### config.mk
export PLATFORM = sky130hd
export DESIGN_NAME = mbx_xact_engine
export DESIGN_NICKNAME = d
export VERILOG_FILES = /design/src/rtl/mbx_pkg.sv /design/src/rtl/mbx_poll_timer.sv /design/src/rtl/mbx_resp_check.sv /design/src/rtl/mbx_xact_engine.sv
export SDC_FILE = /design/constraint.sdc
export NUM_CORES = 1
export LEC_CHECK = 0
export BUFFER_PORTS_ARGS = -buffer_cell sky130_fd_sc_hd__buf_2
export CORE_MARGIN = 3
export CORE_UTILIZATION = 35
export DETAILED_ROUTE_END_ITERATION = 10
export PLACE_DENSITY = 0.49
export SLEW_MARGIN = 20
export SYNTH_ARGS = -nofsm -noshare
export SYNTH_HDL_FRONTEND = slang
export SYNTH_SLANG_ARGS = --single-unit
### constraint.sdc
create_clock -name clk -period 5.85 [get_ports clk]
set_clock_uncertainty 0.15 [all_clocks]
set_input_delay 0.2925 -clock clk [delete_from_list [all_inputs] [get_ports clk]]
set_output_delay 0.2925 -clock clk [all_outputs]
set_load 0.02 [all_outputs]
### src/rtl/mbx_pkg.sv
package mbx_pkg;

   localparam int FRAME_WORDS = 5;
   localparam int MSG_BASE    = 'h100;
   localparam int DBELL_ADDR  = 'h10;
   localparam int HOSTMB_ADDR = 'h14;
   localparam int OFF_W       = 28;

   localparam logic [31:0] ST_TIMEOUT = 32'h8000_0010;
   localparam logic [31:0] ST_BADSUM  = 32'h8000_0004;
   localparam logic [31:0] ST_BADCMD  = 32'h8000_0002;

   typedef enum logic [2:0] {
      S_IDLE, S_WRITE, S_RING, S_WAIT, S_POLL, S_READ, S_CLEAR, S_DONE
   } xact_state_t;

   // Word fld (0..4) of the frame for command sel.
   function automatic logic [31:0] cmd_word(input int sel, input int fld);
      logic [31:0] w;
      case (fld)
         0:       w = 32'd1;
         1:       w = (sel == 0) ? 32'd1 : 32'd2;
         2:       w = 32'd1;
         3:       w = (sel == 2) ? 32'd2 : 32'd1;
         default: w = 32'(4 + sel);
      endcase
      return w;
   endfunction

endpackage

### src/rtl/mbx_poll_timer.sv
module mbx_poll_timer #(
   parameter int GAP_W     = 16,
   parameter int MAX_POLLS = 200000
) (
   input  logic             clk,
   input  logic             rst_n,
   input  logic             load_i,
   input  logic [GAP_W-1:0] gap_i,
   input  logic             run_i,
   input  logic             clr_i,
   input  logic             miss_i,
   output logic             gap_done_o,
   output logic             last_o
);
   localparam int PC_W = $clog2(MAX_POLLS + 1);

   logic [GAP_W-1:0] gap_q;

   always_ff @(posedge clk) begin
      if (!rst_n)               gap_q <= '0;
      else if (load_i)          gap_q <= gap_i;
      else if (run_i && gap_q != '0) gap_q <= gap_q - 1'b1;
   end

   assign gap_done_o = run_i && (gap_q == '0);

   generate
      if (MAX_POLLS == 1) begin : g_single
         assign last_o = 1'b1;
      end else begin : g_count
         logic [PC_W-1:0] polls_q;
         always_ff @(posedge clk) begin
            if (!rst_n)      polls_q <= '0;
            else if (clr_i)  polls_q <= '0;
            else if (miss_i) polls_q <= polls_q + 1'b1;
         end
         assign last_o = (polls_q == PC_W'(MAX_POLLS - 1));

         p_poll_cap_r4: assert property (@(posedge clk) disable iff (!rst_n)
            miss_i |-> (polls_q < PC_W'(MAX_POLLS)));
      end
   endgenerate

   p_no_wait_on_load_r3: assert property (@(posedge clk) disable iff (!rst_n)
      load_i |=> !gap_done_o || (gap_i == '0));

endmodule

### src/rtl/mbx_resp_check.sv
module mbx_resp_check
   import mbx_pkg::*;
#(
   parameter int BASE = MSG_BASE
) (
   input  logic [FRAME_WORDS-1:0][31:0] words_i,
   output logic                         sum_ok_o,
   output logic                         ptr_msg_o,
   output logic                         ptr_fatal_o,
   output logic [OFF_W:0]               ptr_addr_o
);
   logic [31:0]      sum;
   logic [3:0]       kind;
   logic [OFF_W-1:0] offs;

   always_comb begin
      sum = '0;
      for (int i = 0; i < FRAME_WORDS - 1; i++) sum = sum + words_i[i];
   end

   assign sum_ok_o    = (sum == words_i[FRAME_WORDS-1]);
   assign kind        = words_i[3][31:28];
   assign offs        = words_i[3][OFF_W-1:0];
   assign ptr_msg_o   = (kind == 4'd1);
   assign ptr_fatal_o = (kind > 4'd1);
   assign ptr_addr_o  = ptr_msg_o ? ({1'b0, offs} + (OFF_W+1)'(BASE))
                                  : {1'b0, offs};
endmodule

### src/rtl/mbx_xact_engine.sv
module mbx_xact_engine
   import mbx_pkg::*;
#(
   parameter int ADDR_W    = 12,
   parameter int CMD_W     = 2,
   parameter int N_CMDS    = 3,
   parameter int GAP_W     = 16,
   parameter int MAX_POLLS = 200000
) (
   input  logic              clk,
   input  logic              rst_n,
   input  logic              start,
   input  logic [CMD_W-1:0]  cmd_idx,
   input  logic [GAP_W-1:0]  poll_gap,
   output logic              busy,
   output logic              done,
   output logic [31:0]       status,
   output logic              ptr_msg,
   output logic              ptr_fatal,
   output logic [OFF_W:0]    ptr_addr,
   output logic              bus_req,
   output logic              bus_we,
   output logic [ADDR_W-1:0] bus_addr,
   output logic [31:0]       bus_wdata,
   input  logic              bus_ack,
   input  logic [31:0]       bus_rdata
);
   localparam int IDX_W = $clog2(FRAME_WORDS);

   generate
      if (ADDR_W < 9)               begin : g_bad_addr $error("ADDR_W too small for message RAM"); end
      if (N_CMDS > (1 << CMD_W))    begin : g_bad_cmd  $error("CMD_W cannot index all commands"); end
      if (MAX_POLLS < 1)            begin : g_bad_poll $error("MAX_POLLS must be positive"); end
   endgenerate

   xact_state_t                  st_q;
   logic [IDX_W-1:0]             idx_q;
   logic [CMD_W-1:0]             cmd_q;
   logic [FRAME_WORDS-1:0][31:0] rsp_q;
   logic [31:0]                  code_q, status_q;
   logic                         tmo_q;
   logic                         xfer, miss, gap_done, last_poll, sum_ok;

   assign xfer = bus_req && bus_ack;
   assign miss = (st_q == S_POLL) && xfer && (bus_rdata == '0);

   mbx_poll_timer #(.GAP_W(GAP_W), .MAX_POLLS(MAX_POLLS)) i_timer (
      .clk       (clk),
      .rst_n     (rst_n),
      .load_i    (((st_q == S_RING) && xfer) || (miss && !last_poll)),
      .gap_i     (poll_gap),
      .run_i     (st_q == S_WAIT),
      .clr_i     ((st_q == S_RING) && xfer),
      .miss_i    (miss),
      .gap_done_o(gap_done),
      .last_o    (last_poll)
   );

   mbx_resp_check #(.BASE(MSG_BASE)) i_check (
      .words_i    (rsp_q),
      .sum_ok_o   (sum_ok),
      .ptr_msg_o  (ptr_msg),
      .ptr_fatal_o(ptr_fatal),
      .ptr_addr_o (ptr_addr)
   );

   always_comb begin
      bus_req   = 1'b0;
      bus_we    = 1'b0;
      bus_addr  = '0;
      bus_wdata = '0;
      case (st_q)
         S_WRITE: begin
            bus_req   = 1'b1;
            bus_we    = 1'b1;
            bus_addr  = ADDR_W'(MSG_BASE + 4 * int'(idx_q));
            bus_wdata = cmd_word(int'(cmd_q), int'(idx_q));
         end
         S_RING: begin
            bus_req   = 1'b1;
            bus_we    = 1'b1;
            bus_addr  = ADDR_W'(DBELL_ADDR);
            bus_wdata = 32'd1;
         end
         S_POLL: begin
            bus_req  = 1'b1;
            bus_addr = ADDR_W'(HOSTMB_ADDR);
         end
         S_READ: begin
            bus_req  = 1'b1;
            bus_addr = ADDR_W'(MSG_BASE + 4 * int'(idx_q));
         end
         S_CLEAR: begin
            bus_req  = 1'b1;
            bus_we   = 1'b1;
            bus_addr = ADDR_W'(HOSTMB_ADDR);
         end
         default: ;
      endcase
   end

   always_ff @(posedge clk) begin
      if (!rst_n) begin
         st_q     <= S_IDLE;
         idx_q    <= '0;
         cmd_q    <= '0;
         rsp_q    <= '0;
         code_q   <= '0;
         status_q <= '0;
         tmo_q    <= 1'b0;
      end else begin
         case (st_q)
            S_IDLE: if (start) begin
               cmd_q  <= cmd_idx;
               idx_q  <= '0;
               rsp_q  <= '0;
               code_q <= '0;
               tmo_q  <= 1'b0;
               if (int'(cmd_idx) >= N_CMDS) begin
                  status_q <= ST_BADCMD;
                  st_q     <= S_DONE;
               end else begin
                  st_q <= S_WRITE;
               end
            end
            S_WRITE: if (xfer) begin
               if (int'(idx_q) == FRAME_WORDS - 1) st_q <= S_RING;
               else                                idx_q <= idx_q + 1'b1;
            end
            S_RING: if (xfer) st_q <= S_WAIT;
            S_WAIT: if (gap_done) st_q <= S_POLL;
            S_POLL: if (xfer) begin
               if (bus_rdata != '0) begin
                  code_q <= bus_rdata;
                  idx_q  <= '0;
                  st_q   <= S_READ;
               end else if (last_poll) begin
                  tmo_q <= 1'b1;
                  st_q  <= S_CLEAR;
               end else begin
                  st_q <= S_WAIT;
               end
            end
            S_READ: if (xfer) begin
               rsp_q[idx_q] <= bus_rdata;
               if (int'(idx_q) == FRAME_WORDS - 1) st_q <= S_CLEAR;
               else                                idx_q <= idx_q + 1'b1;
            end
            S_CLEAR: if (xfer) begin
               status_q <= tmo_q ? ST_TIMEOUT : (sum_ok ? code_q : ST_BADSUM);
               st_q     <= S_DONE;
            end
            default: st_q <= S_IDLE;
         endcase
      end
   end

   assign busy   = (st_q != S_IDLE);
   assign done   = (st_q == S_DONE);
   assign status = status_q;

   p_req_hold_r1: assert property (@(posedge clk) disable iff (!rst_n)
      bus_req && !bus_ack |=> bus_req && $stable(bus_addr) && $stable(bus_we));

   p_idle_quiet_r10: assert property (@(posedge clk) disable iff (!rst_n)
      !busy |-> !bus_req);

   p_done_busy_r10: assert property (@(posedge clk) disable iff (!rst_n)
      done |-> busy);

   p_clear_last_r5: assert property (@(posedge clk) disable iff (!rst_n)
      $rose(done) && (status != ST_BADCMD) |->
         $past(bus_req && bus_ack && bus_we && bus_addr == ADDR_W'(HOSTMB_ADDR) && bus_wdata == '0));

   p_badcmd_quiet_r9: assert property (@(posedge clk) disable iff (!rst_n)
      $rose(done) && (status == ST_BADCMD) |-> !$past(bus_req));

endmodule

==> flow_summary.ini, run 1 <==
[critical_path]
slowest_delay_ns = 0.53
endpoint_kind = flop
slowest_stage = fa_1
cp.required_ns = 6.18
worstSetupPathType = reg2reg
worst_path_most_repeated_cell = fa_1
worstPathMaxFanout = 32
startpoint_type = flop
crit_chain = fa_1, inv_1, fa_1, inv_1, ha_1, fa_1, nand3_1, a21oi_1, o21ai_0, nand2_1, xnor2_1, a2111oi_2, nand3_1, nor3_4, buf_4, a32o_1
crit_family = adder cells
arrival_ns = 4.98
path_buf_inv = 3

[sta]
fmax_mhz = 215.1
grt_setup_unrepaired = no
fin_crit_sh_pct = 79.46
max-slew-margin-rel_pct = 26.69
hold_ws_ns = 0.02890
totalNegativeSetupSlack_ns = 0
final_hold_viol_count = 0
period_minus_slack_ns = 4.648
worst-slew-pin-transition_ns = 1.100
setup_viol = 0
report.final.slew_viol_count = 0

[place]
place_area_um2 = 15870
finalWeightedCongestion = 0.9145
dpl.hpwl_mm = 31.90
placedCellCount = 2228
portBuffers = 127

[global_routing]
grt_pass1_wl_mm = 72.50
antenna_found_initial = 0
grt_usage_pct = 20.26
grt_max_degree = 114
gr-total-overflow = 0
grt_pass1_vias = 12480

[cells_and_area]
antenna_cells = 0
final_area_um2 = 17470
nets = 1932
instances_no_fill = 2337
drive_gt1_share_pct = 13.01
fillers = 4169
synthToLayoutAreaGrowth_pct = 16.54

[detailed_routing]
ant_nets = 0
dr.pass1.iters = 8
wl_mm = 46.10
drc = 0
routed_via_density = 5.351
drtIter0Drc = 649
route.vias.total = 12510
wl_per_cell_um = 19.72

[flow_run]
cap_violations = 0

[floorplan]
die_y_um = 213.0
io-pin-count = 165
die_x_um = 213.0
coreArea_um2 = 42130
die_area_um2 = 45360
initial_core_util_pct = 35.59
core.rowCount = 75

[synthesis]
ys_top_cells_by_area = dfxtp_1, fa_1, a22oi_1
synth_edf_count = 0
synth_cells = 1653
synth-async-reset-ratio_pct = 0
syn_area_um2 = 14990
synth_commonest_cells = dfxtp_1, nor2b_1, a22oi_1, nand2_1, nor2_1
synth.largest_area_cell = dfxtp_1
synth_top_area_share_pct = 35.65
post-synth-top-count-cell = dfxtp_1
synth.distinct_cells = 80
yosysWarningCount = 0
ys_seq_area_share_pct = 35.65
ys_ff_latch = 267
synthFlopType = dfxtp_1
syn_avg_cell_area_um2 = 9.071

[clock_tree]
clk_pin_slew_ns = 0.06
cts.sinks = 267
cts_made_buffers = 34
cts_tree = done
h-tree-depth = 2
cts_resized = 0
ctsRootBufferMaster = clkbuf_16
cts_buffer_depth = 3
clk_latency_ns = 0.55

[power]
power.static_leakage_nw = 6.764
peakVddDrop_uv = 307.3
power_density_nw_per_um2 = 304.6

[outcome]
outcome = completed

[min_path]
worstHoldPathType = in2reg
-- logic make-up (layout without fill, tap and decap cells) --
family,after synthesis,count (layout),synth area share (%)
AOI/OAI and AO/OA,421,421,20.69
xor gates and xnor gates,83,83,4.848
adders and majority gates,101,101,11.53
buffers and inverters,183,292,6.066
DFF,267,267,35.65
muxes,12,12,0.8178
other,1,37,0.02501
and+or+nand+nor,585,585,20.37
-- worst min-delay path: stages --
cell and delay (ns):
buf_2 0.20, nand3_1 0.10, a21boi_0 0.07
-- path summary, 6_finish.rpt --
| kind | from | to | slack (ns) | cells after the start |
|---|---|---|---|---|
| max | rsp_q[1] | status[24] | 1.20 | 16 |
| min | bus_rdata[15] | code_q[15] | 0.03 | 3 |
| max reg2reg | rsp_q[1] | status[24] | 1.20 | 16 |
| min reg2reg | status[0] | status[0] | 0.32 | 1 |
-- cell type report --
cell class	count	area [um^2]	area share, %
multi-input combinational	1239	8927	51.09
sequential	267	5345	30.59
timing repair buffer	197	1301	7.447
clock buffer	47	980.9	5.614
tap	539	674.4	3.859
inverter	38	142.6	0.8163
clock inverter	10	102.6	0.5871
-- stage by stage --
| stage | util, % | setup slack, ns | power, mW |
|---|---|---|---|
| 4_1_cts | 41.47 | 1.193 | 5.388 |
| 2_1_floorplan | - | 1.745 | 2.872 |
| 5_1_grt | 41.47 | 0.9226 | 5.597 |
| 3_5_place_dp | 37.67 | 1.232 | 3.262 |
| 6_report | 41.47 | 1.202 | 5.322 |
| 3_3_place_gp | 37.63 | 1.325 | 3.243 |
-- cell usage in the layout, fill, tap and decap left out, types with 12 or more instances in the layout --
cell type      instances
ha_1                  39
nand4_1               27
dlygate4sd3_1         52
xnor2_1               51
fa_1                  62
a21oi_1               49
nor2b_1              178
a32o_1                29
o21ai_0               34
dfxtp_1              267
nor3_1                22
a22oi_1              160
nand3_1               60
conb_1                37
xor2_1                32
buf_4                 18
inv_1                 37
nor2_1                95
and3_1                12
nand2_1              122
clkbuf_16             35
a21boi_0              38
nor4_1                18
buf_2                126
-- repair_timing --
action | 4_1_cts | 5_1_grt
hold buffers | 52 | 0
endpoints found under the hold margin | 55 | 0
setup buffers | 0 | 0
-- flip-flops by register name, indices dropped and copies added, names as in the netlist --
| signal | cells |
|---|---|
| rsp_q | 160 |
| idx_q | 3 |
| st_q | 3 |
| tmo_q | 1 |
| code_q | 32 |
| status | 32 |
| cmd_q | 2 |
| i_timer.gap_q | 16 |
| i_timer.g_count.polls_q | 18 |
-- metal layers --
layer	GRT usage [%]	wire length [um]	vias to the layer above	share of wire (%)
met3	3.879	2442	59	5.3
met1	27.50	21300	6077	46
li1	-	-	6066	-
met4	5.666	937	0	2.0
met2	33.05	21420	303	46
met5	0	0	-	0
-- power breakdown --
group          leakage [nW]  internal, mW  switching, mW
clock                 0.529          1.22          0.844
combinational          4.08         0.372          0.902
sequential             2.15          1.89         0.0983
No activity file was read; power rests on OpenSTA's default activity.
==> run 2, diff against run 1 <==
Clock period 5.85 ns to 4.3 ns, I/O delays scaled along.
==> run 2 against run 1 <==
Combinational power up 57%. Critical endpoint is now status[25]. Fmax up 9.2%. First-iteration DRC count up 12%.
==> flow_summary.ini, run 2 (synthesis results as in run 1) <==
[outcome]
outcome = completed

[global_routing]
grt_pass1_vias = 12850
grt_usage_pct = 20.44
grt_max_degree = 150
gr-total-overflow = 0
grt_pass1_wl_mm = 73.51
antenna_found_initial = 0

[critical_path]
reg2reg_depth = 14
cp.required_ns = 4.66
worstSetupPathType = reg2reg
arrival_ns = 4.61
worstPathMaxFanout = 8
endpoint_kind = flop
startpoint_type = flop

[place]
dpl.hpwl_mm = 32.50
portBuffers = 127
dpl_worst_slack_ns = -0.06998
finalWeightedCongestion = 0.8943
place_area_um2 = 16150

[clock_tree]
cts.sinks = 267
cts_buffer_depth = 3
cts_made_buffers = 31
cts_tree = done
clk_latency_ns = 0.57
ctsRootBufferMaster = clkbuf_16
clk_pin_slew_ns = 0.06
h-tree-depth = 1

[power]
power.total_mw = 7.343
power.static_leakage_nw = 6.979
switching_share_pct = 33.75
p_int_mw = 4.865
power_density_nw_per_um2 = 401.7
sequentialPowerShare_pct = 36.8
combPwrFrac_pct = 27.3
clock_power_share_pct = 35.9
peakVddDrop_uv = 342.4
switching_power_mw = 2.478

[cells_and_area]
drive_gt1_share_pct = 18.64
final_area_um2 = 18280
utilization_pct = 43.39
final_common_cell = dfxtp_1
nets = 1978
antenna_cells = 0
largest_register = rsp_q
most-common-layout-cells = dfxtp_1, nor2b_1, a22oi_1, buf_2, nand2_1
largest_reg_flops = 160
synthToLayoutAreaGrowth_pct = 21.92

[detailed_routing]
dr.pass1.iters = 8
route.vias.total = 12770
ant_nets = 0
drc = 0
routed_via_density = 5.369
drtIter0Drc = 724
wl_per_cell_um = 19.83
wl_mm = 47.19

[flow_run]
cap_violations = 0

[floorplan]
die_x_um = 213.0
core.rowCount = 75
die_area_um2 = 45360
initial_core_util_pct = 35.59
coreArea_um2 = 42130
die_y_um = 213.0
io-pin-count = 165

[sta]
final_hold_viol_count = 0
totalNegativeSetupSlack_ns = 0
max-slew-margin-rel_pct = 32.41
fin_crit_sh_pct = 98.95
grt_setup_unrepaired = yes
fmax_mhz = 235.0
setup_ws_ns = 0.04497
report.final.slew_viol_count = 0
period_minus_slack_ns = 4.255
worst-slew-pin-transition_ns = 1.014
setup_viol = 0

[min_path]
min_path_cells = 3
worstHoldPathType = in2reg
[run 2: changes by cell type in the layout (fill, tap and decap cells not counted), sizes merged]
| cell | before | now |
|---|---|---|
| buf | 145 | 194 |
| bufinv | 1 | 3 |
| clkbuf | 47 | 44 |
| clkinv | 7 | 3 |
| clkinvlp | 2 | 0 |
[run 2: final cells by class]
cell class | instances | area, um^2
fill | 4129 | 23850
tap | 539 | 674.4
clock buffer | 44 | 894.6
inverter | 38 | 142.6
timing repair buffer | 246 | 1758
sequential | 267 | 5349
multi-input combinational | 1239 | 9358
clock inverter | 6 | 105.1
[run 2: per-layer routing]
layer	GRT usage [%]	part of all wire, %	vias up
met5	0	0	-
met3	3.659	5.3	67
li1	-	-	6148
met2	33.75	47	309
met4	6.561	2.7	0
met1	27.22	45	6249
[run 2: final timing paths]
check | start | slack [ns] | to
worst min-delay path | start | 0.04 | tmo_q
worst max-delay path | rsp_q[18] | 0.04 | status[25]
worst max register to register | rsp_q[18] | 0.04 | status[25]
worst min register to register | status[5] | 0.31 | status[5]
[run 2: power by group through the flow]
stage	clock, mW	combinational [mW]	sequential (mW)
after floorplan	0	1.22	2.68
after global placement	0	1.71	2.75
after detailed placement	0	1.72	2.75
after CTS	2.72	2.02	2.70
after global routing	2.82	2.18	2.72
final	2.64	2.00	2.70
[run 2: through the flow]
step | instances | hold slack (ns)
3_3_place_gp | 2264 | 0.2945
6_report | 2379 | 0.04091
3_5_place_dp | 2264 | 0.3017
4_1_cts | 2374 | 0.003385
5_1_grt | 2379 | 0.06589
2_1_floorplan | 1689 | 0.2211
[run 2: worst max-delay path, cell delays in order, from the launching register on]
cell,delay (ns)
dfxtp_1,0.33
fa_1,0.52
fa_1,0.55
ha_2,0.33
nand2_1,0.17
nor2_1,0.08
a21o_1,0.22
o21ba_1,0.20
or3b_4,0.41
nor4_4,0.26
nand4_1,0.20
nor3_4,0.30
buf_6,0.18
buf_12,0.13
a32o_1,0.16
[run 2: what timing repair did]
item                                   in CTS  in global routing
setup endpoints to repair                  32                 32
gates resized for setup                    39                 62
hold buffers                               52                  0
gates cloned                                3                  0
endpoints found under the hold margin     205                  0
pin swaps                                  30                 53
buffers inserted                            6                  7
==> run 3, diff against run 2 <==
Settings changed: PLACE_DENSITY 0.49 to not set, PLACE_DENSITY_LB_ADDON set to 0.05.
==> run 3 against run 2 <==
The flow now finishes with violations (setup timing). Cell area is 2.0% higher. Sequential power barely moved. Non-clock buffer count rose by 55. Via count rose by 2.0%. Critical endpoint is now status[23]. Utilization increased by 0.89 points. Worst setup slack got worse by 0.24 ns. Clock-buffer cell count up 11. Sequential cell count did not move.
==> flow_summary.ini, run 3 (synthesis results as in run 1) <==
[floorplan]
die_area_um2 = 45360
coreArea_um2 = 42130
initial_core_util_pct = 35.59
die_y_um = 213.0
core.rowCount = 75
io-pin-count = 165
die_x_um = 213.0

[clock_tree]
cts_tree = done
h-tree-depth = 2
cts_made_buffers = 34
cts_buffer_depth = 3
clk_latency_ns = 0.55
clk_pin_slew_ns = 0.06
ctsRootBufferMaster = clkbuf_16
cts.sinks = 267

[detailed_routing]
drtIter0Drc = 845
route.vias.total = 13020
dr.pass1.iters = 5
routed_via_density = 5.326
wl_per_cell_um = 20.76
wl_mm = 50.76
drc = 0
ant_nets = 0

[power]
power_density_nw_per_um2 = 411.2
power.total_mw = 7.672
power.static_leakage_nw = 7.372
peakVddDrop_uv = 295.8

[critical_path]
regToRegStartpoint = rsp_q[3]
arrival_ns = 4.84
endpoint_kind = flop
rrSetupSlack_ns = -0.20
cp.required_ns = 4.64
crit_chain = fa_1, fa_1, ha_1, o211ai_1, o21ai_4, buf_6, a21o_1, nand2_1, mux2_4, nor4_4, nand4_1, nor3_4, buf_6, clkbuf_16, a32o_1
slowest_stage = fa_1
slowest_delay_ns = 0.56
crit_family = adder cells
path_depth = 15
reg2reg_depth = 15
startpoint_type = flop
path_buf_inv = 3
worstPathMaxFanout = 8
worstSetupPathType = reg2reg
r2r_end = status[23]

[sta]
totalNegativeSetupSlack_ns = -5.179
setup_ws_ns = -0.1979
worst-slew-pin-transition_ns = 0.9350
final_hold_viol_count = 0
report.final.slew_viol_count = 0
fin_crit_sh_pct = 104.6
max-slew-margin-rel_pct = 37.67
period_minus_slack_ns = 4.498
grt_setup_unrepaired = yes
fmax_mhz = 222.3
setup_viol = 32

[outcome]
outcome = finished with violations
violations = setup timing

[cells_and_area]
largest_reg_flops = 160
antenna_cells = 0
most-common-layout-cells = dfxtp_1, nor2b_1, a22oi_1, buf_2, nand2_1
final_common_cell = dfxtp_1
nets = 2036
utilization_pct = 44.28
final_area_um2 = 18660
largest_register = rsp_q
synthToLayoutAreaGrowth_pct = 24.42
drive_gt1_share_pct = 18.89

[global_routing]
grt_pass1_wl_mm = 78.03
grt_pass1_vias = 13170
grt_usage_pct = 22.20
gr-total-overflow = 0
grt_max_degree = 106
antenna_found_initial = 0

[place]
dpl.hpwl_mm = 34.65
portBuffers = 127
finalWeightedCongestion = 0.9161
place_area_um2 = 16420

[flow_run]
cap_violations = 0

[min_path]
hp-start = start
min_to = tmo_q
min_path_cells = 3
worstHoldPathType = in2reg
## run 3: metrics by stage
| stage | cells | hold slack (ns) | setup WS (ns) |
|---|---|---|---|
| 6_report | 2445 | 0.06331 | -0.1979 |
| 3_3_place_gp | 2301 | 0.3001 | -0.1782 |
| 2_1_floorplan | 1689 | 0.2211 | 0.1951 |
| 3_5_place_dp | 2301 | 0.3025 | -0.2294 |
| 5_1_grt | 2445 | 0.06931 | -0.3453 |
| 4_1_cts | 2444 | 0.03107 | -0.09494 |
## run 3: power by group
part | switching, mW | total (mW) | internal, mW
clock | 1.16 | 2.89 | 1.73
sequential | 0.117 | 2.69 | 2.57
combinational | 1.36 | 2.09 | 0.730
## run 3: timing repair
item                                    CTS  global route
gates cloned                              2             1
hold buffers                             71             0
endpoints found under the hold margin   185             0
gates resized for setup                  47            17
endpoints found under the setup margin   32            32
pin swaps                                10            34
setup buffers                             9             2
## run 3: worst max path at each step
| stage | start | end |
|---|---|---|
| floorplan | rsp_q[1] | status[25] |
| global placement | rsp_q[1] | status[21] |
| detailed placement | rsp_q[1] | status[24] |
| CTS | rsp_q[1] | status[26] |
| global route | rsp_q[3] | status[23] |
| finish | rsp_q[3] | status[23] |
## run 3: cell type report
type	instances	area (um^2)
flip-flops and latches	267	5348
well taps	539	674.4
repair buffers	301	2203
inverters	38	142.6
multi-input cells	1239	9146
clock inverters	6	101.3
fillers	4209	23480
clock buffers	55	1040
## run 3: worst reg2reg max path: cells and delay by family (launching register included)
| family | cells | cell delay, ns |
|---|---|---|
| buffers and inverters | 3 | 0.46 |
| flip-flops | 1 | 0.33 |
| AO/OA/AOI/OAI | 4 | 0.88 |
| AND/OR/NAND/NOR | 4 | 0.94 |
| adder cells (fa/ha/maj) | 3 | 1.35 |
| multiplexers | 1 | 0.32 |
## run 3: metal layers
metal / vias up / track usage [%] / share of wire, %
met5: - / 0 / 0
met4: 0 / 7.066 / 2.5
met3: 72 / 3.232 / 4.4
met2: 287 / 35.22 / 45
met1: 6379 / 31.23 / 48
li1: 6285 / - / -
